===== config.mk =====
export PLATFORM = sky130hd
export DESIGN_NAME = eq_cmd_serializer
export DESIGN_NICKNAME = d
export VERILOG_FILES = /design/src/rtl/eqs_pkg.sv /design/src/rtl/eqs_word_build.sv /design/src/rtl/eqs_band_memo.sv /design/src/rtl/eqs_phase_timer.sv /design/src/rtl/eqs_serial_fsm.sv /design/src/rtl/eq_cmd_serializer.sv
export SDC_FILE = /design/constraint.sdc
export NUM_CORES = 1
export LEC_CHECK = 0
export ABC_CLOCK_PERIOD_IN_PS = 4700
export BUFFER_PORTS_ARGS = -buffer_cell sky130_fd_sc_hd__buf_2
export CORE_ASPECT_RATIO = 0.75
export CORE_MARGIN = 2
export CORE_UTILIZATION = 55
export CTS_CLUSTER_SIZE = 8
export DETAILED_ROUTE_END_ITERATION = 10
export PLACE_DENSITY = 0.79
export SKIP_CTS_REPAIR_TIMING = 1
export SLEW_MARGIN = 10
export SYNTH_ARGS = -nofsm -noshare
export SYNTH_HDL_FRONTEND = slang
export SYNTH_HIERARCHICAL = 1
export SYNTH_SLANG_ARGS = --single-unit

===== constraint.sdc =====
create_clock -name clk -period 4.7 [get_ports clk]
set_input_delay 0.94 -clock clk [delete_from_list [all_inputs] [get_ports clk]]
set_output_delay 0.94 -clock clk [all_outputs]
set_load 0.05 [all_outputs]

===== src/rtl/eqs_pkg.sv =====
package eqs_pkg;

  localparam int WORD_W = 8;
  localparam int BAND_W = 4;
  localparam int DB_W   = 4;
  localparam int CODE_W = 6;
  localparam int DB_MAX = 12;

  typedef enum logic [2:0] {
    ST_IDLE,
    ST_SHIFT,
    ST_GAP,
    ST_STROBE,
    ST_RECOV
  } eqs_state_e;

  // dB magnitude to the equalizer's 6-bit gain pattern (bits 5..0)
  function automatic logic [CODE_W-1:0] db_to_code(input logic [DB_W-1:0] db);
    logic [CODE_W-1:0] c;
    case (db)
      4'd0:    c = 6'b000000;
      4'd1:    c = 6'b100000;
      4'd2:    c = 6'b010000;
      4'd3:    c = 6'b001000;
      4'd4:    c = 6'b000100;
      4'd5:    c = 6'b000010;
      4'd6:    c = 6'b010010;
      4'd7:    c = 6'b101010;
      4'd8:    c = 6'b010110;
      4'd9:    c = 6'b000001;
      4'd10:   c = 6'b101001;
      4'd11:   c = 6'b101101;
      default: c = 6'b101111;
    endcase
    return c;
  endfunction

endpackage


===== src/rtl/eqs_word_build.sv =====
module eqs_word_build
  import eqs_pkg::*;
(
  input  logic [BAND_W-1:0] band,
  input  logic              rng_a,
  input  logic              rng_b,
  input  logic              boost,
  input  logic [DB_W-1:0]   db,
  output logic [WORD_W-1:0] band_word,
  output logic [WORD_W-1:0] gain_word
);

  logic [DB_W-1:0] db_sat;

  always_comb begin
    db_sat    = (db > DB_W'(DB_MAX)) ? DB_W'(DB_MAX) : db;
    band_word = {1'b1, 1'b0, rng_a, rng_b, band};
    gain_word = {1'b0, boost, db_to_code(db_sat)};
  end

endmodule


===== src/rtl/eqs_band_memo.sv =====
module eqs_band_memo
  import eqs_pkg::*;
(
  input  logic              clk,
  input  logic              rst_n,
  input  logic              load,
  input  logic [WORD_W-1:0] word_in,
  output logic              match
);

  logic [WORD_W-1:0] mem_q, mem_d;
  logic              vld_q, vld_d;

  always_comb begin
    mem_d = load ? word_in : mem_q;
    vld_d = vld_q | load;
    match = vld_q && (mem_q == word_in);
  end

  always_ff @(posedge clk or negedge rst_n) begin
    if (!rst_n) begin
      mem_q <= '0;
      vld_q <= 1'b0;
    end else begin
      mem_q <= mem_d;
      vld_q <= vld_d;
    end
  end

  // a stored word is only ever reported as a repeat once a load has happened
  assert_no_match_before_load_R7: assert property (@(posedge clk) disable iff (!rst_n)
    (match && !$past(vld_q)) |-> $past(load));

endmodule


===== src/rtl/eqs_phase_timer.sv =====
module eqs_phase_timer #(
  parameter int TW = 8
) (
  input  logic          clk,
  input  logic          rst_n,
  input  logic          run,
  input  logic [TW-1:0] lim,
  output logic          done
);

  logic [TW-1:0] cnt_q, cnt_d;

  always_comb begin
    done  = run && (cnt_q == lim);
    cnt_d = (!run || done) ? '0 : cnt_q + TW'(1);
  end

  always_ff @(posedge clk or negedge rst_n) begin
    if (!rst_n) cnt_q <= '0;
    else        cnt_q <= cnt_d;
  end

endmodule


===== src/rtl/eqs_serial_fsm.sv =====
module eqs_serial_fsm
  import eqs_pkg::*;
#(
  parameter int HALF_CYC = 250,
  parameter int STB_CYC  = 250,
  parameter int TW       = 9
) (
  input  logic              clk,
  input  logic              rst_n,
  input  logic              start,
  input  logic              skip_band,
  input  logic [WORD_W-1:0] band_word,
  input  logic [WORD_W-1:0] gain_word,
  input  logic              tm_done,
  output logic              tm_run,
  output logic [TW-1:0]     tm_lim,
  output logic              busy,
  output logic              ser_clk,
  output logic              ser_data,
  output logic              ser_stb
);

  localparam int IDX_W = $clog2(WORD_W);
  localparam logic [IDX_W-1:0] IDX_LAST = IDX_W'(WORD_W - 1);

  eqs_state_e        st_q, st_d;
  logic [WORD_W-1:0] wd_q, wd_d;
  logic [WORD_W-1:0] gn_q, gn_d;
  logic              pend_q, pend_d;
  logic [IDX_W-1:0]  idx_q, idx_d, idx_nx;
  logic              ph_q, ph_d;
  logic              sclk_q, sclk_d;
  logic              sdat_q, sdat_d;
  logic              stb_q, stb_d;
  logic              en;

  always_comb begin
    busy   = (st_q != ST_IDLE);
    tm_run = busy;
    tm_lim = (st_q == ST_STROBE) ? TW'(STB_CYC - 1) : TW'(HALF_CYC - 1);
    en     = (st_q == ST_IDLE) ? start : tm_done;
    idx_nx = idx_q + IDX_W'(1);
  end

  always_comb begin
    st_d   = st_q;
    wd_d   = wd_q;
    gn_d   = gn_q;
    pend_d = pend_q;
    idx_d  = idx_q;
    ph_d   = ph_q;
    sclk_d = sclk_q;
    sdat_d = sdat_q;
    stb_d  = stb_q;
    case (st_q)
      ST_IDLE: begin
        st_d  = ST_SHIFT;
        idx_d = '0;
        ph_d  = 1'b0;
        gn_d  = gain_word;
        if (skip_band) begin
          wd_d   = gain_word;
          pend_d = 1'b0;
          sdat_d = gain_word[0];
        end else begin
          wd_d   = band_word;
          pend_d = 1'b1;
          sdat_d = band_word[0];
        end
      end
      ST_SHIFT: begin
        if (!ph_q) begin
          ph_d   = 1'b1;
          sclk_d = 1'b1;
        end else begin
          ph_d   = 1'b0;
          sclk_d = 1'b0;
          if (idx_q == IDX_LAST) begin
            st_d = ST_GAP;
          end else begin
            idx_d  = idx_nx;
            sdat_d = wd_q[idx_nx];
          end
        end
      end
      ST_GAP: begin
        st_d  = ST_STROBE;
        stb_d = 1'b1;
      end
      ST_STROBE: begin
        st_d  = ST_RECOV;
        stb_d = 1'b0;
      end
      ST_RECOV: begin
        if (pend_q) begin
          st_d   = ST_SHIFT;
          wd_d   = gn_q;
          pend_d = 1'b0;
          idx_d  = '0;
          ph_d   = 1'b0;
          sdat_d = gn_q[0];
        end else begin
          st_d = ST_IDLE;
        end
      end
      default: st_d = ST_IDLE;
    endcase
  end

  always_ff @(posedge clk or negedge rst_n) begin
    if (!rst_n) begin
      st_q   <= ST_IDLE;
      wd_q   <= '0;
      gn_q   <= '0;
      pend_q <= 1'b0;
      idx_q  <= '0;
      ph_q   <= 1'b0;
      sclk_q <= 1'b0;
      sdat_q <= 1'b0;
      stb_q  <= 1'b0;
    end else if (en) begin
      st_q   <= st_d;
      wd_q   <= wd_d;
      gn_q   <= gn_d;
      pend_q <= pend_d;
      idx_q  <= idx_d;
      ph_q   <= ph_d;
      sclk_q <= sclk_d;
      sdat_q <= sdat_d;
      stb_q  <= stb_d;
    end
  end

  assign ser_clk  = sclk_q;
  assign ser_data = sdat_q;
  assign ser_stb  = stb_q;

  // data only moves while the serial clock is low
  assert_data_moves_clk_low_R4: assert property (@(posedge clk) disable iff (!rst_n)
    !$stable(ser_data) |-> !ser_clk);

  // clock parked low during the strobe
  assert_clk_low_in_strobe_R5: assert property (@(posedge clk) disable iff (!rst_n)
    ser_stb |-> !ser_clk);

  // clock and data frozen while the strobe stays high
  assert_frozen_in_strobe_R5: assert property (@(posedge clk) disable iff (!rst_n)
    (ser_stb && $past(ser_stb)) |-> ($stable(ser_data) && $stable(ser_clk)));

  // strobe only inside a busy command
  assert_strobe_inside_busy_R9: assert property (@(posedge clk) disable iff (!rst_n)
    (ser_stb || ser_clk) |-> busy);

endmodule


===== src/rtl/eq_cmd_serializer.sv =====
module eq_cmd_serializer
  import eqs_pkg::*;
#(
  parameter int HALF_CYC = 250,
  parameter int STB_CYC  = 250
) (
  input  logic              clk,
  input  logic              rst_n,
  input  logic              req_valid,
  output logic              req_ready,
  input  logic [BAND_W-1:0] req_band,
  input  logic              req_rng_a,
  input  logic              req_rng_b,
  input  logic              req_boost,
  input  logic [DB_W-1:0]   req_db,
  output logic              busy,
  output logic              ser_clk,
  output logic              ser_data,
  output logic              ser_stb
);

  localparam int LIM_MAX = (HALF_CYC > STB_CYC) ? HALF_CYC : STB_CYC;
  localparam int TW      = $clog2(LIM_MAX) + 1;

  logic [1:0]        rsync_q;
  logic              rst_s_n;
  logic [WORD_W-1:0] band_word, gain_word;
  logic              skip_band, start;
  logic              tm_run, tm_done;
  logic [TW-1:0]     tm_lim;

  // asynchronous assertion, synchronous release
  always_ff @(posedge clk or negedge rst_n) begin
    if (!rst_n) rsync_q <= 2'b00;
    else        rsync_q <= {rsync_q[0], 1'b1};
  end
  assign rst_s_n = rsync_q[1];

  assign req_ready = rst_s_n && !busy;
  assign start     = req_valid && req_ready;

  eqs_word_build u_build (
    .band      (req_band),
    .rng_a     (req_rng_a),
    .rng_b     (req_rng_b),
    .boost     (req_boost),
    .db        (req_db),
    .band_word (band_word),
    .gain_word (gain_word)
  );

  eqs_band_memo u_memo (
    .clk     (clk),
    .rst_n   (rst_s_n),
    .load    (start),
    .word_in (band_word),
    .match   (skip_band)
  );

  eqs_phase_timer #(.TW(TW)) u_timer (
    .clk   (clk),
    .rst_n (rst_s_n),
    .run   (tm_run),
    .lim   (tm_lim),
    .done  (tm_done)
  );

  eqs_serial_fsm #(
    .HALF_CYC (HALF_CYC),
    .STB_CYC  (STB_CYC),
    .TW       (TW)
  ) u_fsm (
    .clk       (clk),
    .rst_n     (rst_s_n),
    .start     (start),
    .skip_band (skip_band),
    .band_word (band_word),
    .gain_word (gain_word),
    .tm_done   (tm_done),
    .tm_run    (tm_run),
    .tm_lim    (tm_lim),
    .busy      (busy),
    .ser_clk   (ser_clk),
    .ser_data  (ser_data),
    .ser_stb   (ser_stb)
  );

  // an accepted request makes the controller busy on the next cycle
  assert_accept_busy_R9: assert property (@(posedge clk) disable iff (!rst_s_n)
    (req_valid && req_ready) |=> busy);

  // busy only falls with the line idle
  assert_busy_end_idle_R9: assert property (@(posedge clk) disable iff (!rst_s_n)
    $fell(busy) |-> (!ser_stb && !ser_clk));

endmodule


==> results of run 1 <==
[worst paths after layout]
path	endpoint	slack, ns	startpoint	cells after the start
worst min register to register	rsync_q[1]	0.35	rsync_q[0]	0
max in group asynchronous	u_fsm/wd_q[4]	3.91	rsync_q[1]	1
min in group asynchronous	u_fsm/idx_q[0]	0.40	rsync_q[1]	1
worst max-delay path	u_fsm/ser_data	1.89	req_band[2]	8
worst min-delay path	rsync_q[1]	0.35	rsync_q[0]	0
worst max register to register	u_fsm/wd_q[0]	1.92	u_fsm/st_q[2]	7
[sequential cells by signal (all words and copies together), names as in the netlist]
name	flops
u_fsm/ph_q	1
u_fsm/ser_stb	1
u_fsm/pend_q	1
u_memo/mem_q	8
u_fsm/wd_q	8
u_fsm/st_q	3
u_timer/cnt_q	9
u_memo/vld_q	1
u_fsm/gn_q	8
u_fsm/ser_data	1
u_fsm/idx_q	3
u_fsm/ser_clk	1
rsync_q	2
[area by class of cell]
class | instances | area (um2) | share of cell area [%]
repair buffers | 20 | 105 | 3.53
flip-flops and latches | 47 | 1180 | 39.6
inverters | 9 | 33.8 | 1.13
well taps | 72 | 90.1 | 3.03
multi-input cells | 203 | 1490 | 50.0
clock inverters | 1 | 5.00 | 0.168
clock buffers | 7 | 76.3 | 2.56
[power groups by stage]
stage          registers (W)  clock network [W]  logic [W]
3_5_place_dp        0.000514                  0   0.000213
2_1_floorplan       0.000512                  0   0.000180
4_1_cts             0.000506           0.000244   0.000215
6_report            0.000506           0.000234   0.000213
3_3_place_gp        0.000513                  0   0.000207
5_1_grt             0.000515           0.000260   0.000247
[worst reg2reg max path: cells and delay by family (launching register included)]
kind,cells,cell delay (ns)
and+or+nand+nor,3,0.79
muxes,1,0.41
buffers and inverters,2,0.25
AOI/OAI and AO/OA,1,0.67
DFF,1,0.54
[placed cells by master, fill, tap and decap left out, types with 2 or more instances in the layout]
master	count
nand4_1	5
clkbuf_1	2
nor4_1	2
nor2_1	22
buf_4	2
nand3b_1	2
inv_1	9
nor2b_1	3
mux2i_1	10
o21ai_0	20
nand3_1	6
conb_1	13
nand2_1	18
xor2_1	2
mux2_2	12
clkbuf_8	5
a22o_1	2
mux2_4	9
a21oi_1	15
a21o_1	2
xnor2_1	22
dfrtp_1	46
a22oi_1	2
buf_2	18
ha_1	8
o21a_1	2
[cells by family after synthesis]
kind of cell               count (synthesis)  share of synthesized area [%]
DFF                                       47                           40.7
buffers and inverters                     38                           8.79
adders and majority gates                  8                           3.46
xor gates and xnor gates                  24                           7.28
other                                      5                          0.650
AOI/OAI and AO/OA                         51                           10.9
muxes                                     32                           13.6
and+or+nand+nor                           75                           14.6
[layer usage]
metal / up-vias / share of wire (%)
li1: 937 / -
met1: 920 / 51
met2: 35 / 44
met3: 6 / 3.3
met4: 0 / 1.5
met5: - / 0
[metrics by stage]
stage               instances  hold slack [ns]  setup slack (ns)
floorplan                 288            0.331              1.65
global placement          351            0.337              1.66
detailed placement        351            0.339              1.60
CTS                       359            0.358              1.91
global route              359            0.372              1.69
finish                    359            0.354              1.89
==> impl_metrics.json, run 1 <==
{
  "syn_inst": 280,
  "die_w_um": 87.7,
  "grt_overflow": 0,
  "clk_pin_slew_ns": 0.08,
  "post-route-min-period_ns": 2.81,
  "antenna_cells": 0,
  "synthTopCellsByCount": "47 x dfrtp_1, 22 x nor2_1, 22 x xnor2_1, 20 x buf_4, 20 x o21ai_0",
  "cp.arrival_ns": 3.00,
  "status": "finished, final reports clean",
  "crit_fanout": 9,
  "cts_max_level": 2,
  "drive_above_1_share_pct": 21.3,
  "placed_cell_area_um2": 2900,
  "wl_per_cell_um": 14.1,
  "syn2layout_area_growth_pct": 3.03,
  "viasPerCell": 5.29,
  "netSwitchingPower_w": 0.000303,
  "cts_tree": "done",
  "met2_usage_pct": 29.9,
  "syn_area_um2": 2890,
  "drc": 0,
  "worstSetupEndpointType": "register",
  "setup_violations": 0,
  "slew_headroom_pct": 39.6,
  "antenna_found_initial": 0,
  "rows": 22,
  "drtIter0Drc": 129,
  "initial_core_util_pct": 58.0,
  "dpl.hpwl_um": 3670,
  "leakage_nw": 1.37,
  "portBuffers": 18,
  "setup_tns_ns": 0,
  "synth_most_common_cell": "dfrtp_1",
  "seqPwrFrac_pct": 53.1,
  "yosysWarnings": 6,
  "cts_buffer_depth": 2,
  "comb_power_share_pct": 22.3,
  "vias": 1898,
  "critPathMaxStageDelay_ns": 0.70,
  "cts_root_buf": "clkbuf_8",
  "power_frac_clock_pct": 24.6,
  "synth_top_flop_cell": "dfrtp_1",
  "synth_edf_count": 0,
  "synthArstFlopShare_pct": 100,
  "grt_pass1_vias": 1861,
  "grt_first_pass_wirelength_um": 8820,
  "p_int_w": 0.000650,
  "fin_area_um2": 2980,
  "min_path_type": "register to register",
  "wl_um": 5060,
  "crit_path_cell_trace": "buf_2 > xnor2_1 > nand4_1 > nor3_2 > mux2_4 > mux2_2 > a211oi_2 > a21oi_1",
  "cts_sinks": 47,
  "start_kind": "primary input",
  "utilization_pct": 59.7,
  "busiest_layer": "met2",
  "power_density_nw_per_um2": 320,
  "core_area_um2": 4980,
  "maxCapViolCount": 0,
  "critPathTopFamily": "simple AND/OR/NAND/NOR gates",
  "grt_use_met3_pct": 4.71,
  "grt_use_met1_pct": 27.6,
  "cp.required_ns": 4.89,
  "cts_buffers": 5,
  "nFillCells": 453,
  "nets": 308,
  "hold_viol_final": 0,
  "worst-slew-pin-transition_ns": 0.901,
  "synth_cell_types": 51,
  "synth_area_leaders": "dfrtp_1 41%, xnor2_1 6.7%, buf_4 5.2%, mux2_4 4.7%, mux2_2 4.7%",
  "track_usage_pct": 19.9,
  "dr.pass1.iters": 4,
  "postRouteAntennaNets": 0,
  "finClkSkew_ns": 0.00928,
  "p_sw_share_pct": 31.8,
  "grt_setup_unrepaired": "false",
  "avgSynthCellArea_um2": 10.3,
  "grt_max_degree": 47,
  "die_height_um": 66.8,
  "path_class": "primary input to register",
  "place_congestion": 0.786,
  "dieArea_um2": 5850,
  "critical_path.slowest_cell": "nor3_2",
  "max_freq_ghz": 0.356,
  "power_w": 0.000953,
  "synth_top_area_share_pct": 40.7,
  "ys_seq_elements": 47,
  "yosys.area.top_type": "dfrtp_1",
  "synth_seq_area_share_pct": 40.7,
  "clk_latency_ns": 0.30,
  "ios": 19,
  "ir_drop_v": 0.000252,
  "period_share_pct": 59.8,
  "crit_buf_inv": 1,
  "slew_violations": 0
}
No activity file was read; power rests on OpenSTA's default activity.
==> run 2, diff against run 1 <==
--- a/config.mk
+++ b/config.mk
@@ -5,7 +5,7 @@
 export SDC_FILE = /design/constraint.sdc
 export NUM_CORES = 1
 export LEC_CHECK = 0
-export ABC_CLOCK_PERIOD_IN_PS = 4700
+export ABC_CLOCK_PERIOD_IN_PS = 2600
 export BUFFER_PORTS_ARGS = -buffer_cell sky130_fd_sc_hd__buf_2
 export CORE_ASPECT_RATIO = 0.75
 export CORE_MARGIN = 2
==> constraint.sdc (replaced) <==
create_clock -name clk -period 2.6 [get_ports clk]
set_input_delay 0.52 -clock clk [delete_from_list [all_inputs] [get_ports clk]]
set_output_delay 0.52 -clock clk [all_outputs]
set_load 0.05 [all_outputs]
==> run 2 against run 1 <==
Die area did not move; routed wire length fell by 3.4%; hold slack improved by 0.012 ns; non-clock buffer count rose by 8; critical path depth fell by 1; register-to-register slack got worse by 1.5 ns; critical path type is now register to register; core utilization rose by 1.7 points; sequential share of layout area fell by 1.1 points; first-iteration DRC count fell by 17%; sequential power rose by 76%; largest cell class unchanged; worst setup slack got worse by 1.5 ns; flip-flop and latch count did not move.
==> impl_metrics.json, run 2 (same netlist as run 1, synthesis figures left out) <==
{
  "status": "finished, final reports clean",
  "hold_viol_final": 0,
  "comb_power_share_pct": 23.8,
  "start_kind": "register",
  "post-route-min-period_ns": 2.21,
  "max_freq_ghz": 0.453,
  "ir_drop_v": 0.000458,
  "hp-start": "rsync_q[0]",
  "core_area_um2": 4980,
  "setup_tns_ns": 0,
  "worstSetupEndpointType": "register",
  "slew_violations": 0,
  "cp.required_ns": 2.79,
  "power_w": 0.00181,
  "grt_first_pass_wirelength_um": 8700,
  "drtIter0Drc": 107,
  "die_height_um": 66.8,
  "p_int_w": 0.00124,
  "period_share_pct": 85.0,
  "grt_overflow": 0,
  "setup_violations": 0,
  "rr_worst_depth": 7,
  "vias": 1917,
  "power_density_nw_per_um2": 590,
  "rows": 22,
  "antenna_cells": 0,
  "cts_max_level": 2,
  "postRouteAntennaNets": 0,
  "regToRegEndpoint": "u_fsm/ser_data",
  "fin_area_um2": 3060,
  "min_path_type": "register to register",
  "maxCapViolCount": 0,
  "drc": 0,
  "top_register": "u_timer/cnt_q",
  "grt_max_degree": 46,
  "cts_root_buf": "clkbuf_8",
  "worst_slack_ns": 0.391,
  "timing.hold.ws_ns": 0.366,
  "syn2layout_area_growth_pct": 5.98,
  "die_w_um": 87.7,
  "crit_fanout": 5,
  "clk_latency_ns": 0.30,
  "ios": 19,
  "nets": 316,
  "min_to": "rsync_q[1]",
  "place_congestion": 0.811,
  "finClkSkew_ns": 0.00372,
  "grt_pass1_vias": 1895,
  "cts_sinks": 47,
  "track_usage_pct": 19.2,
  "portBuffers": 18,
  "leakage_nw": 1.41,
  "netSwitchingPower_w": 0.000569,
  "placed_cell_area_um2": 2950,
  "dieArea_um2": 5850,
  "cts_buffer_depth": 2,
  "final_common_cell": "dfrtp_1",
  "reg2reg_slack_ns": 0.39,
  "reg2reg_from": "u_timer/cnt_q[2]",
  "cts_tree": "done",
  "cp.arrival_ns": 2.40,
  "dpl.hpwl_um": 3540,
  "drive_above_1_share_pct": 23.7,
  "wl_per_cell_um": 13.3,
  "worst-slew-pin-transition_ns": 0.564,
  "viasPerCell": 5.22,
  "place_ws_ns": 0.375,
  "p_sw_share_pct": 31.5,
  "grt_setup_unrepaired": "false",
  "largest_reg_flops": 9,
  "power_frac_clock_pct": 26.8,
  "initial_core_util_pct": 58.0,
  "cts_buffers": 5,
  "whs_path_depth": 0,
  "antenna_found_initial": 0,
  "clk_pin_slew_ns": 0.08,
  "dr.pass1.iters": 4,
  "slew_headroom_pct": 62.1,
  "seqPwrFrac_pct": 49.4,
  "path_class": "register to register",
  "mostFrequentLayoutCells": "46 x dfrtp_1, 22 x nor2_1, 22 x xnor2_1",
  "wl_um": 4890,
  "nFillCells": 433
}
[run 2: changes by cell type in the layout (fill, tap and decap cells not counted), sizes merged]
| cell | change |
|---|---|
| clkinvlp | +1 |
| clkinv | -1 |
| buf | +7 |
| dlygate4sd3 | +1 |
[run 2: power groups by stage]
stage | clock network, W | registers, W | logic (W)
6_report | 0.000485 | 0.000892 | 0.000429
5_1_grt | 0.000539 | 0.000906 | 0.000484
4_1_cts | 0.000499 | 0.000892 | 0.000429
3_5_place_dp | 0 | 0.000905 | 0.000425
3_3_place_gp | 0 | 0.000899 | 0.000409
2_1_floorplan | 0 | 0.000926 | 0.000325
[run 2: cell type report]
class	count	area, um2	area share, %
tap	72	90.1	2.94
timing repair buffer	28	168	5.48
clock inverter	1	7.51	0.245
inverter	9	33.8	1.10
multi-input combinational	203	1490	48.6
sequential	47	1180	38.5
clock buffer	7	96.3	3.15
[run 2: critical path, stage by stage, from the launching register on]
cell and delay [ns]:
dfrtp_1 0.44, xnor2_1 0.22, nand3_2 0.12, nor4_1 0.54
and3_1 0.29, a22oi_1 0.18, a211oi_2 0.23, a21oi_1 0.08
[run 2: how the worst max path moves through the flow]
stage | from | to | slack [ns] | cells after the start
after detailed placement | u_timer/cnt_q[2] | u_fsm/idx_q[2] | 0.37 | 7
after global routing | u_timer/cnt_q[2] | u_fsm/idx_q[0] | 0.1 | 7
after floorplan | u_fsm/st_q[1] | u_fsm/ser_data | 0.32 | 10
after CTS | u_timer/cnt_q[2] | u_fsm/idx_q[2] | 0.38 | 7
final | u_timer/cnt_q[2] | u_fsm/ser_data | 0.39 | 7
after global placement | req_band[0] | u_fsm/ser_data | 0.40 | 8
[run 2: per-layer routing]
layer | vias to the layer above | global-route usage, % | share of wire, %
met3 | 7 | 4.34 | 3.5
met2 | 30 | 28.3 | 44
li1 | 958 | - | -
met5 | - | 0 | 0
met4 | 0 | 6.54 | 1.0
met1 | 922 | 27.6 | 51
[run 2: through the flow]
step,utilization (%),instances
detailed placement,59.2,358
CTS,61.3,366
global route,61.5,367
global placement,59.2,358
floorplan,-,288
finish,61.5,367
==> run 3, diff against run 2 <==
--- a/config.mk
+++ b/config.mk
@@ -5,14 +5,15 @@
 export SDC_FILE = /design/constraint.sdc
 export NUM_CORES = 1
 export LEC_CHECK = 0
-export ABC_CLOCK_PERIOD_IN_PS = 2600
+export ABC_AREA = 1
+export ABC_CLOCK_PERIOD_IN_PS = 1780
 export BUFFER_PORTS_ARGS = -buffer_cell sky130_fd_sc_hd__buf_2
 export CORE_ASPECT_RATIO = 0.75
 export CORE_MARGIN = 2
 export CORE_UTILIZATION = 55
 export CTS_CLUSTER_SIZE = 8
 export DETAILED_ROUTE_END_ITERATION = 10
-export PLACE_DENSITY = 0.79
+export PLACE_DENSITY = 0.82
 export SKIP_CTS_REPAIR_TIMING = 1
 export SLEW_MARGIN = 10
 export SYNTH_ARGS = -nofsm -noshare
==> constraint.sdc (replaced) <==
create_clock -name clk -period 1.78 [get_ports clk]
set_input_delay 0.356 -clock clk [delete_from_list [all_inputs] [get_ports clk]]
set_output_delay 0.356 -clock clk [all_outputs]
set_load 0.05 [all_outputs]
==> run 3 against run 2 <==
Clock-buffer cell count increased by 1; highest routed layer unchanged; routed wire length increased by 4.9%; clock power increased by 27%; first-iteration DRC count decreased by 13%; largest cell class unchanged; die area decreased by 0.34%; non-clock buffer count increased by 9.
==> impl_metrics.json, run 3 <==
{
  "status": "finished, final reports clean",
  "drc": 0,
  "die_height_um": 66.7,
  "ir_drop_v": 0.000488,
  "wl_per_cell_um": 11.0,
  "reg2reg_slack_ns": 0.13,
  "cts_buffer_depth": 2,
  "clk_pin_slew_ns": 0.08,
  "portBuffers": 18,
  "postRouteAntennaNets": 0,
  "power_density_nw_per_um2": 1250,
  "place_ws_ns": 0.0181,
  "cp_num_cells": 6,
  "final_common_cell": "nand2_1",
  "critical_path.slowest_cell": "dfrtp_2",
  "wl_um": 5130,
  "hp-start": "req_band[2]",
  "slew_violations": 0,
  "crit_buf_inv": 3,
  "worst-slew-pin-transition_ns": 0.557,
  "regToRegEndpoint": "u_fsm/idx_q[0]",
  "clk_latency_ns": 0.30,
  "vias": 2268,
  "hold_viol_final": 0,
  "viasPerCell": 4.86,
  "critPathTopFamily": "flip-flops",
  "grt_first_pass_wirelength_um": 8980,
  "maxCapViolCount": 0,
  "grt_overflow": 0,
  "crit_fanout": 5,
  "rr_worst_depth": 11,
  "syn_area_um2": 2880,
  "cp.arrival_ns": 1.33,
  "synth_cell_types": 29,
  "place_congestion": 0.825,
  "finClkSkew_ns": 0.00617,
  "reg2reg_from": "u_fsm/st_q[1]",
  "slew_headroom_pct": 62.9,
  "wl_met1_um": 2580,
  "start_kind": "register",
  "placed_cell_area_um2": 3030,
  "worst_slack_ns": 0.0892,
  "critPathMaxStageDelay_ns": 0.45,
  "core_area_um2": 4950,
  "mostFrequentLayoutCells": "102 x nand2_1, 47 x inv_1, 44 x dfrtp_1",
  "path_class": "register to output port",
  "dieArea_um2": 5830,
  "ios": 19,
  "avgSynthCellArea_um2": 7.58,
  "highest_layer": "met4",
  "synthArstFlopShare_pct": 100,
  "initial_core_util_pct": 58.1,
  "dr.pass1.iters": 4,
  "leakage_nw": 1.61,
  "nets": 428,
  "syn2layout_area_growth_pct": 9.87,
  "yosysWarnings": 6,
  "setup_violations": 0,
  "grt_max_degree": 46,
  "crit_path_cell_trace": "nor2_8 > nand2_8 > inv_1 > nand2_2 > inv_1 > buf_6",
  "die_w_um": 87.5,
  "antenna_cells": 0,
  "cts_tree": "done",
  "antenna_found_initial": 0,
  "cp.required_ns": 1.42,
  "yosys.area.top_type": "dfrtp_1",
  "setup_tns_ns": 0,
  "largest_reg_flops": 9,
  "drive_above_1_share_pct": 17.0,
  "synth_top_flop_cell": "dfrtp_1",
  "min_to": "u_memo/mem_q[2]",
  "grt_setup_unrepaired": "false",
  "worstSetupEndpointType": "output port",
  "max_freq_ghz": 0.591,
  "syn_inst": 380,
  "wl_met3_um": 161,
  "ys_seq_elements": 47,
  "power_w": 0.00395,
  "synth_most_common_cell": "nand2_1",
  "synth_top_area_share_pct": 40.9,
  "fin_area_um2": 3160,
  "grt_pass1_vias": 2067,
  "cts_max_level": 2,
  "cts_sinks": 47,
  "synth_seq_area_share_pct": 40.9,
  "met2_length_um": 2320,
  "synth_area_leaders": "dfrtp_1 41%, nand2_1 13%, inv_1 6.3%, buf_4 5.7%, nor2_1 4.3%",
  "track_usage_pct": 19.9,
  "dpl.hpwl_um": 3880,
  "synthTopCellsByCount": "102 x nand2_1, 48 x inv_1, 47 x dfrtp_1, 33 x nor2_1, 24 x o21ai_0",
  "whs_path_depth": 3,
  "rows": 22,
  "drtIter0Drc": 93,
  "synth_edf_count": 0,
  "top_register": "u_timer/cnt_q",
  "min_path_type": "primary input to register",
  "cts_buffers": 5,
  "period_share_pct": 95.0,
  "path_common_cell": "inv_1",
  "cts_root_buf": "clkbuf_8",
  "post-route-min-period_ns": 1.69
}
==> run 3: cell count changes after synthesis, moves of 6 or more <==
cell     change
inv_1       +39
mux2i_1     -10
nand2_1     +84
nand3_1     +14
nand2_2      +6
xnor2_1     -10
mux2_4       -9
mux2_2       -9
o21ai_1     +13
nor2_1      +11
==> run 3: layer usage <==
layer | vias up | global-route usage, %
li1 | 1196 | -
met1 | 1029 | 26.8
met2 | 35 | 32.5
met5 | - | 0
met3 | 8 | 3.72
met4 | 0 | 6.35
==> run 3: worst min-delay path, delay by kind of cell <==
kind	cells	cell delay [ns]
buf+inv	1	0.11
compound gates	1	0.06
simple gates	1	0.05
==> run 3: area by class of cell <==
type                            instances  area [um2]
Fill cell                             445        1790
Multi-Input combinational cell        266        1380
Sequential cell                        47        1180
Timing Repair Buffer                   37         258
Inverter                               49         184
Clock buffer                            8        80.1
Tap cell                               60        75.1
==> run 3: worst max-delay path by stage <==
stage | from | endpoint | slack (ns)
after floorplan | u_fsm/st_q[0] | u_fsm/idx_q[0] | 0.00004
after global placement | req_db[2] | u_fsm/wd_q[5] | 0.08
after detailed placement | req_db[2] | u_fsm/wd_q[5] | 0.02
after CTS | u_fsm/st_q[0] | req_ready | -0.04
after global routing | u_fsm/st_q[1] | u_fsm/idx_q[0] | 0.008
final | u_fsm/st_q[1] | req_ready | 0.09
==> run 3: kinds of logic (layout without fill, tap and decap cells) <==
logic type,after synthesis,after routing,synth area share (%)
AO/OA/AOI/OAI,53,53,9.69
XOR/XNOR,16,16,4.87
adder cells (fa/ha/maj),8,8,3.48
buffers and inverters,75,94,13.0
flip-flops,47,47,40.9
multiplexers,3,3,1.17
other,5,13,0.652
AND/OR/NAND/NOR,173,173,26.3
==> run 3: power breakdown <==
| group | internal [W] | switching, W | leakage, nW |
|---|---|---|---|
| combinational | 0.000640 | 0.000986 | 0.989 |
| sequential | 0.00145 | 0.000262 | 0.584 |
| clock | 0.000279 | 0.000335 | 0.0395 |
==> run 3: metrics by stage <==
stage	util (%)	hold WS (ns)	std cells
2_1_floorplan	-	0.0604	388
3_3_place_gp	61.2	0.144	455
3_5_place_dp	61.2	0.149	455
4_1_cts	62.9	-0.184	463
5_1_grt	63.8	0.322	467
6_report	63.8	0.310	467
